[config.mk]
export PLATFORM = sky130hd
export DESIGN_NAME = vec_iota_index_gen
export DESIGN_NICKNAME = d
export VERILOG_FILES = /design/src/rtl/vec_iota_index_gen.sv
export SDC_FILE = /design/constraint.sdc
export NUM_CORES = 1
export LEC_CHECK = 0
export BUFFER_PORTS_ARGS = -buffer_cell sky130_fd_sc_hd__buf_4
export CORE_ASPECT_RATIO = 1.2
export CORE_MARGIN = 8
export CORE_UTILIZATION = 48
export DETAILED_ROUTE_END_ITERATION = 16
export PLACE_DENSITY = 0.77
export REMOVE_ABC_BUFFERS = 1
export SLEW_MARGIN = 20
export SYNTH_ARGS = -nofsm -noshare
export SYNTH_HDL_FRONTEND = slang
export SYNTH_SLANG_ARGS = --single-unit
[constraint.sdc]
create_clock -name clk -period 2.8 [get_ports clk]
set_clock_uncertainty 0.1 [all_clocks]
set_input_delay 0.28 -clock clk [delete_from_list [all_inputs] [get_ports clk]]
set_output_delay 0.28 -clock clk [all_outputs]
set_load 0.01 [all_outputs]
[src/rtl/vec_iota_index_gen.sv]
module vec_iota_index_gen #(
  parameter int MAX_VL = 64,
  localparam int LW = $clog2(MAX_VL + 1),
  localparam int IW = (MAX_VL > 1) ? $clog2(MAX_VL) : 1
) (
  input  logic              clk,
  input  logic              rst_n,
  input  logic              start,
  input  logic              mode,
  input  logic              unmasked,
  input  logic [MAX_VL-1:0] v0_mask,
  input  logic [MAX_VL-1:0] src_mask,
  input  logic [LW-1:0]     vl,
  input  logic [LW-1:0]     vstart,
  input  logic [1:0]        sew,
  output logic              wr_valid,
  output logic [LW-1:0]     wr_idx,
  output logic [63:0]       wr_data,
  output logic [1:0]        wr_sew,
  output logic              done,
  output logic              vs_dirty,
  output logic              vstart_clr,
  output logic              illegal_start
);

  logic              busy, mode_q, all_act_q;
  logic [MAX_VL-1:0] act_q, src_q;
  logic [LW-1:0]     vl_q, idx, cnt;
  logic [1:0]        sew_q;

  wire [IW-1:0] pos    = idx[IW-1:0];
  wire          in_rng = idx < vl_q;
  wire          active = all_act_q | act_q[pos];
  wire          hit    = active & src_q[pos];
  wire [63:0]   raw    = {{(64-LW){1'b0}}, mode_q ? idx : cnt};

  function automatic logic [63:0] clip(input logic [63:0] v, input logic [1:0] w);
    case (w)
      2'd0:    clip = {56'd0, v[7:0]};
      2'd1:    clip = {48'd0, v[15:0]};
      2'd2:    clip = {32'd0, v[31:0]};
      default: clip = v;
    endcase
  endfunction

  assign vs_dirty   = done;
  assign vstart_clr = done;

  always_ff @(posedge clk or negedge rst_n) begin
    if (!rst_n) begin
      busy          <= 1'b0;
      mode_q        <= 1'b0;
      all_act_q     <= 1'b0;
      act_q         <= '0;
      src_q         <= '0;
      vl_q          <= '0;
      idx           <= '0;
      cnt           <= '0;
      sew_q         <= 2'd0;
      wr_valid      <= 1'b0;
      wr_idx        <= '0;
      wr_data       <= '0;
      wr_sew        <= 2'd0;
      done          <= 1'b0;
      illegal_start <= 1'b0;
    end else begin
      wr_valid      <= 1'b0;
      done          <= 1'b0;
      illegal_start <= 1'b0;
      if (!busy) begin
        if (start) begin
          if (!mode && vstart != '0) begin
            illegal_start <= 1'b1;
          end else begin
            busy      <= 1'b1;
            mode_q    <= mode;
            all_act_q <= unmasked;
            act_q     <= v0_mask;
            src_q     <= src_mask;
            vl_q      <= vl;
            sew_q     <= sew;
            idx       <= mode ? vstart : '0;
            cnt       <= '0;
          end
        end
      end else if (in_rng) begin
        wr_valid <= active;
        wr_idx   <= idx;
        wr_data  <= clip(raw, sew_q);
        wr_sew   <= sew_q;
        idx      <= idx + 1'b1;
        cnt      <= cnt + {{(LW-1){1'b0}}, hit};
      end else begin
        busy <= 1'b0;
        done <= 1'b1;
      end
    end
  end

  assert_order_R4: assert property (@(posedge clk) disable iff (!rst_n)
    wr_valid && $past(wr_valid) |-> wr_idx > $past(wr_idx));

  assert_trunc_R8: assert property (@(posedge clk) disable iff (!rst_n)
    wr_valid && wr_sew == 2'd0 |-> wr_data[63:8] == 56'd0);

  assert_no_run_R3: assert property (@(posedge clk) disable iff (!rst_n)
    illegal_start |-> !wr_valid && !done && !busy);

  assert_quiet_after_R3: assert property (@(posedge clk) disable iff (!rst_n)
    illegal_start |=> !wr_valid && !done);

  assert_done_alone_R7: assert property (@(posedge clk) disable iff (!rst_n)
    done |-> !wr_valid && !busy);

  assert_iota_zero_R1: assert property (@(posedge clk) disable iff (!rst_n)
    wr_valid && !mode_q && wr_idx == '0 |-> wr_data == 64'd0);

  assert_in_range_R5: assert property (@(posedge clk) disable iff (!rst_n)
    wr_valid |-> wr_idx < vl_q);

endmodule

Word level (Yosys, flattened, before mapping)

Cells that the tools add are included.

Flip-flop bits (word level): 173
Word-level logic and storage cells: 57
Bits of input ports: 149

Muxes and demuxes: 25
$lt $le $gt $ge: 2
Reduce and logical (&&, ||, !) cells: 7
Equality and inequality tests: 2
Add/subtract/negate cells: 2
Bitwise operators: 4

Operator list:

| operator                                                   | number |
|---|---|
| 2-to-1 mux 7 bit                                           | 10 |
| 2-to-1 mux 1 bit                                           | 13 |
| binary-select mux 1 bit (select 6 bit)                     | 2 |
| adder 7 x 1 -> 7 bit                                       | 1 |
| adder 7 x 1 -> 7 bit, second input constant                | 1 |
| less-than comparator 6 x 7 -> 1 bit, second input constant | 1 |
| less-than comparator 7 bit                                 | 1 |
| nonzero test 7 bit                                         | 1 |
| AND reduction 3 bit                                        | 2 |
| inequality test 2 x 1 -> 1 bit, second input constant      | 1 |
| inequality test 2 bit, second input constant               | 1 |
| NOT 1 bit                                                  | 2 |
| AND reduction 2 bit                                        | 1 |
| nonzero test 2 bit                                         | 1 |
| AND 1 bit                                                  | 1 |
| logical AND 1 bit                                          | 1 |
| logical NOT 1 bit                                          | 1 |
| OR 1 bit                                                   | 1 |

Longest topological paths before layout

Gate-level depths: netlist of the first run.

Depth after elaboration: 7
Depth in mapped cells: 15
Gate-level depth less buffers: 13

Worst setup path after synthesis of the first run

Ideal clock, no wire load.

Kind: flip-flop to flip-flop
Start point: reg idx[0]
End point: reg cnt[6]
Data required time: 2.568 ns
Arrival time: 2.563 ns
Library setup time: 0.132 ns
Slack: 0.005 ns
Stages on the path, launching flop included: 15
Period minus slack after synthesis: 2.795 ns
Cell sequence: dfrtp_1 buf_6 buf_6 mux4_2 a211oi_1 a32oi_1 a22oi_1 a211oi_1 ha_1 ha_1 nand2_1 nor2_1 o2111ai_1 xor2_1 nor2_1

Longest elaborated chain between the ends: 7
Elaborated cells on any way between the ends: 12
Those cells by class: add/sub (1); order compare (1); eq/ne (1); mux (6); bitwise (2); reduce/logical (1)

RTL lines:

| element                                | line | source |
|---|---|---|
| start: declaration                     | 28   | `logic [LW-1:0] vl_q, idx, cnt;` |
| start signal: assignment               | 82   | `idx <= mode ? vstart : '0;` |
| start signal: assignment               | 91   | `idx <= idx + 1'b1;` |
| binary-select mux 1 bit (select 6 bit) | 33   | `wire active = all_act_q \| act_q[pos];` |
| 2-to-1 mux 1 bit (not written as such) | 33   |  |
| OR 1 bit                               | 33   |  |
| AND 1 bit                              | 34   | `wire hit = active & src_q[pos];` |
| adder 7 x 1 -> 7 bit                   | 92   | `cnt <= cnt + {{(LW-1){1'b0}}, hit};` |
| 2-to-1 mux 7 bit                       | 86   | `end else if (in_rng) begin` |
| 2-to-1 mux 7 bit                       | 70   | `if (!busy) begin` |
| end signal: assignment                 | 92   |  |
| end: declaration                       | 28   |  |

Parallel ways exist; a longest one is shown, timed or not. The select of a mux whose other input is x is not followed.
A chain may end at the register's enable or synchronous reset.

Worst setup path after layout of the first run

Ends and elaborated chain as after synthesis.

==> impl_metrics.csv, run 1 <==
group,metric,value,unit
detailed_routing,wl_per_cell,17.3,um
synthesis,synth_fa_ha_area_share,1.34,%
synthesis,syn-cell-area,0.00842,mm^2
layout,fillers,1249,
layout,seq_area,0.00433,mm^2
grt,antenna_found_initial,0,
floorplanning,dieArea,0.0220,mm^2
setup_path,required,3000,ps
power,power.leakage,0.00616,uW
detailed_routing,vias_per_cell,5.14,
detailed_routing,vias,7536,
cts,clock_path_buffers,2,
synthesis,syn-instance-count,911,
synthesis,synth_top_area_share,51.4,%
timing,max_freq,337,MHz
layout,nNetsFinal,1391,
cts,h-tree-depth,4,
synthesis,synth_xor_area_share,0.104,%
synthesis,ys_ff_latch,173,
cts,cts_tree,"built",
layout,layout-drive-gt1-share,25.4,%
timing,setup_ws,-167,ps
job,maxCapViolCount,0,
floorplanning,start_util,48.4,%
floorplanning,rows,53,
synthesis,yosys.area_share.simple,23.2,%
floorplanning,die_x,137,um
synthesis,synth.most_common_cell,"nand2_1",
place,hpwl,16500,um
floorplanning,ioPinCount,227,
synthesis,synth_area_leaders,"dfrtp_1 51%, nand2_1 20%, mux4_2 8.6%",
status,violations,"setup timing",
timing,hold_slack,22.4,ps
place,portBuffers,169,
power,ir_worst_vdd,0.524,mV
synthesis,synth.avg_cell_area,9.24,um^2
timing,fin_crit,2970,ps
setup_path,crit_path_start_kind,"flop",
detailed_routing,wirelength,25400,um
power,power_density,934,mW/mm^2
grt,grt_pass1_wl,40100,um
grt,grt_max_degree,63,
min_path,hold_path.class,"in2reg",
timing,rsz0062_at_grt,"yes",
synthesis,synth-edff-count,0,
synthesis,synth_compound_area_share,5.62,%
layout,antenna_cells,0,
grt,grt_pass1_vias,7958,
setup_path,critPathArrivalTime,3170,ps
synthesis,synth.distinct_cells,43,
synthesis,synth_top_family_by_area,"simple AND/OR/NAND/NOR gates",
place,post-place-ws,-333,ps
detailed_routing,drc,0,
setup_path,cp-end-kind,"flop",
synthesis,async_flop_share,100,%
cts,cts_buffers,17,
place,dp_cells,1286,
status,outcome,"complete, but fails checks",
cts,clk_pin_slew,70,ps
synthesis,muxShareOfSynthArea,9.63,%
timing,setup_viol,4,
cts,clk_latency,430,ps
layout,syn_to_final_growth,43.3,%
detailed_routing,antenna_left,0,
timing,hold_violations,0,
grt,gr-usage-all-layers,23.2,%
layout,multi_input_area,0.00370,mm^2
floorplanning,die_height,161,um
detailed_routing,drtPass1Iterations,5,
setup_path,critPathMaxFanout,6,
cts,clock_sink_count,173,
power,p_total,11300,uW
synthesis,yosysTopAreaCell,"dfrtp_1",
detailed_routing,drt_iter0_markers,520,
layout,layout.cells.non_filler,1466,
synthesis,ys_seq_area_share,51.4,%
timing,slew_headroom,54.4,%
synthesis,synth_ff_type,"dfrtp_1",
place,gp_congestion,0.842,
timing,drv_slew,0,
synthesis,synth_common_cells,"445 x nand2_1, 173 x dfrtp_1, 62 x buf_4, 32 x mux4_2, 29 x clkbuf_1",
floorplanning,coreArea,0.0174,mm^2
timing,worst_pin_slew,684,ps
grt,grt_overflow,0,
layout,final_util,69.4,%
cts,cts_root_buf,"clkbuf_16",
synthesis,ys_warn_count,0,
setup_path,critPathKind,"reg2reg",
timing,fin_crit_sh,106,%
[worst paths after layout]
kind	start	endpoint	slack [ps]	cells after the start
min reg2reg	act_q[26]	act_q[26]	370	2
max	idx[0]	cnt[6]	-170	14
min in group asynchronous	rst_n	vl_q[4]	230	2
max reg2reg	idx[0]	cnt[6]	-170	14
min	vstart[2]	idx[2]	20	3
max in group asynchronous	rst_n	src_q[40]	1530	3
[critical path: stages, from the launching register on]
cell,delay [ps]
dfrtp_2,480
buf_12,170
mux4_2,510
nor3_2,130
a21oi_2,60
a31o_2,260
a22oi_2,240
a211oi_2,80
ha_2,230
ha_4,170
nand2_2,70
nor2_2,40
o2111ai_2,90
xor2_1,170
nor2_1,50
[power breakdown]
group          total, uW  internal, uW  switching [uW]
combinational       4720          2390            2330
sequential          4390          3590             798
clock               2150          1140            1010
[cell usage in the layout, fill, tap and decap left out, types with 8 or more instances in the layout]
master         instances
inv_1                  9
mux2i_1                9
a22oi_2                8
conb_1                57
o21ai_0               17
clkbuf_16             18
dlygate4sd3_1        139
mux4_2                32
a21oi_1                9
nand3_1               10
buf_4                209
nand2_1              444
dfrtp_1              171
[per-layer routing]
layer	GRT usage (%)	part of all wire, %
met2	39.9	54
met4	11.2	3.6
met5	0	0
met1	26.3	36
met3	5.50	6.5
[sequential cells by signal (all words and copies together), names as in the netlist, 2 cells and up]
signal,cells
wr_idx,7
vl_q,7
sew_q,2
wr_sew,2
cnt,7
act_q,64
wr_data,7
src_q,64
idx,7
[cell families (layout without fill, tap and decap cells)]
group / Yosys count / after routing
fa+ha+maj: 9 / 9
compound gates: 70 / 70
buf+inv: 123 / 402
other cells: 1 / 57
xor+xnor: 1 / 1
flops: 173 / 173
mux: 41 / 41
simple gates: 493 / 493
[metrics by stage]
stage          TNS [ps]  cell area, um^2
2_1_floorplan   -467760             7930
3_3_place_gp       -785             9900
3_5_place_dp       -928             9900
4_1_cts            -729            12000
5_1_grt           -1100            12100
6_report           -494            12100
[repair_timing]
item	in CTS	in global routing
endpoints found under the hold margin	177	1
hold buffers	138	1
gates cloned	1	1
resized for setup	19	12
pin swaps	8	11
buffers inserted	6	2
endpoints found under the setup margin	6	6
[cell type report]
type / count / share of cell area [%]
Clock buffer: 20 / 3.62
Clock inverter: 12 / 0.757
Inverter: 9 / 0.280
Multi-Input combinational cell: 671 / 30.7
Sequential cell: 173 / 35.9
Tap cell: 220 / 2.28
Timing Repair Buffer: 361 / 26.4
Note: power is estimated with default switching activity, not from simulation.
==> run 2, diff against run 1 <==
--- a/config.mk
+++ b/config.mk
@@ -10,6 +10,7 @@
 export CORE_MARGIN = 8
 export CORE_UTILIZATION = 48
 export DETAILED_ROUTE_END_ITERATION = 16
+export GPL_TIMING_DRIVEN = 0
 export PLACE_DENSITY = 0.77
 export REMOVE_ABC_BUFFERS = 1
 export SLEW_MARGIN = 20
==> impl_metrics.csv, run 2 (same netlist as run 1, synthesis figures left out) <==
group,metric,value,unit
status,outcome,"complete, but fails checks",
status,violations,"setup timing",
place,hpwl,14600,um
setup_path,crit_path_start_kind,"flop",
setup_path,cp-end-kind,"flop",
timing,setup_viol,6,
cts,h-tree-depth,4,
detailed_routing,wl_met3,1290,um
timing,fin_crit,3060,ps
timing,slew_headroom,44.6,%
floorplanning,start_util,48.4,%
floorplanning,die_x,137,um
layout,mostFrequentLayoutCells,"444 x nand2_1, 171 x buf_4, 168 x dfrtp_1",
min_path,hold_path.class,"in2reg",
timing,worst_pin_slew,831,ps
setup_path,critPathMaxFanout,7,
detailed_routing,drc,0,
floorplanning,coreArea,0.0174,mm^2
timing,max_freq,327,MHz
layout,syn_to_final_growth,43.4,%
grt,grt_pass1_wl,40100,um
setup_path,path_cells,"buf_6 > mux4_2 > a22oi_2 > a21oi_2 > a31o_2 > a22oi_2 > a211oi_2 > ha_2 > ha_4 > nand2_4 > nor2_4 > o2111ai_2 > xor2_1 > nor2_1",
timing,drv_slew,0,
floorplanning,dieArea,0.0220,mm^2
min_path,hold_depth,3,
timing,finalSetupTns,-960,ps
setup_path,required,3010,ps
power,power_density,938,mW/mm^2
setup_path,critPathArrivalTime,3270,ps
layout,reg.largest.list,"act_q x64, src_q x64",
detailed_routing,vias,7339,
timing,rsz0062_at_grt,"yes",
detailed_routing,drt_iter0_markers,593,
cts,clock_path_buffers,2,
layout,multi_input_area,0.00374,mm^2
timing,hold_slack,20.2,ps
setup_path,crit_slowest_cell,"dfrtp_4",
layout,final_common_cell,"nand2_1",
place,gp_congestion,0.791,
floorplanning,ioPinCount,227,
place,post-place-ws,-850,ps
place,dpl_cell_area,0.00972,mm^2
grt,grt_overflow,0,
grt,gr-usage-all-layers,23.1,%
cts,cts_root_buf,"clkbuf_16",
cts,clock_sink_count,173,
power,power.leakage,0.00612,uW
layout,stdcell_area,0.0121,mm^2
detailed_routing,wirelength,25200,um
grt,grt_max_degree,94,
setup_path,slowest_delay,540,ps
detailed_routing,vias_per_cell,5.10,
grt,antenna_found_initial,4,
place,dp_cells,1251,
layout,seq_area,0.00434,mm^2
cts,cts_buffers,17,
detailed_routing,drtPass1Iterations,6,
setup_path,critPathKind,"reg2reg",
setup_path,crit_top_cell,"a22oi_2",
layout,fillers,1279,
detailed_routing,highest_layer,"met4",
detailed_routing,wl_met2,13500,um
timing,fin_crit_sh,109,%
timing,setup_ws,-261,ps
layout,layout-drive-gt1-share,24.2,%
detailed_routing,wl_met1,9730,um
cts,clk_latency,420,ps
floorplanning,die_height,161,um
job,maxCapViolCount,0,
place,portBuffers,169,
detailed_routing,antenna_left,0,
detailed_routing,wl_per_cell,17.5,um
power,ir_worst_vdd,0.530,mV
cts,cts_tree,"built",
setup_path,worstRegToRegCells,14,
cts,clk_pin_slew,60,ps
timing,hold_violations,0,
floorplanning,rows,53,
layout,layout.cells.non_filler,1439,
grt,grt_pass1_vias,7846,
layout,nNetsFinal,1360,
run 2: changes by cell type in the layout (fill, tap and decap cells not counted), moves of 3 or more:
cell	previous run	this run
buf_4	209	171
bufinv_16	0	3
diode_2	0	4
buf_16	0	6
dfrtp_1	171	168
run 2: final cells by class:
| cell class | count | share of cell area, % |
|---|---|---|
| clock inverter | 12 | 1.33 |
| multi-input combinational | 672 | 31.0 |
| tap | 220 | 2.28 |
| inverter | 9 | 0.280 |
| clock buffer | 20 | 3.78 |
| timing repair buffer | 329 | 25.3 |
| antenna | 4 | 0.0829 |
| sequential | 173 | 36.0 |
run 2: per-layer routing:
metal  up-vias  GRT usage [%]
li1       3436              -
met1      3615           26.9
met2       236           40.7
met3        52           4.60
met4         0           8.66
met5         -              0
run 2: worst paths after layout:
check / startpoint / endpoint / slack [ps]
max: idx[0] / cnt[6] / -260
min: vstart[2] / idx[2] / 20
max reg2reg: idx[0] / cnt[6] / -260
min reg2reg: src_q[59] / src_q[59] / 370
max in group asynchronous: rst_n / idx[1] / 1350
min in group asynchronous: rst_n / act_q[56] / 340
run 2: stage by stage:
stage / util [%] / power, uW
6_report: 69.5 / 11300
5_1_grt: 69.5 / 12100
4_1_cts: 69.0 / 11200
3_5_place_dp: 56.0 / 8190
3_3_place_gp: 54.5 / 8020
2_1_floorplan: - / 6770
run 2: worst max-delay path, delay by kind of cell, from the launching register on:
family / cells / cell delay (ps)
and+or+nand+nor: 3 / 150
xor gates and xnor gates: 1 / 180
muxes: 1 / 510
DFF: 1 / 540
AOI/OAI and AO/OA: 6 / 930
buffers and inverters: 1 / 130
adders and majority gates: 2 / 410
run 2: what timing repair did:
item                       in CTS  in global routing
gates cloned                    2                  1
buffers inserted               10                  1
gates resized for setup        31                 16
hold endpoints to repair      217                  0
pin swaps                      14                 13
hold buffers                  138                  0
setup endpoints to repair      11                 12
run 2: where the power goes:
| part | total, uW | switching, uW | internal, uW |
|---|---|---|---|
| combinational | 4430 | 2240 | 2190 |
| clock | 2470 | 1010 | 1460 |
| sequential | 4430 | 828 | 3600 |
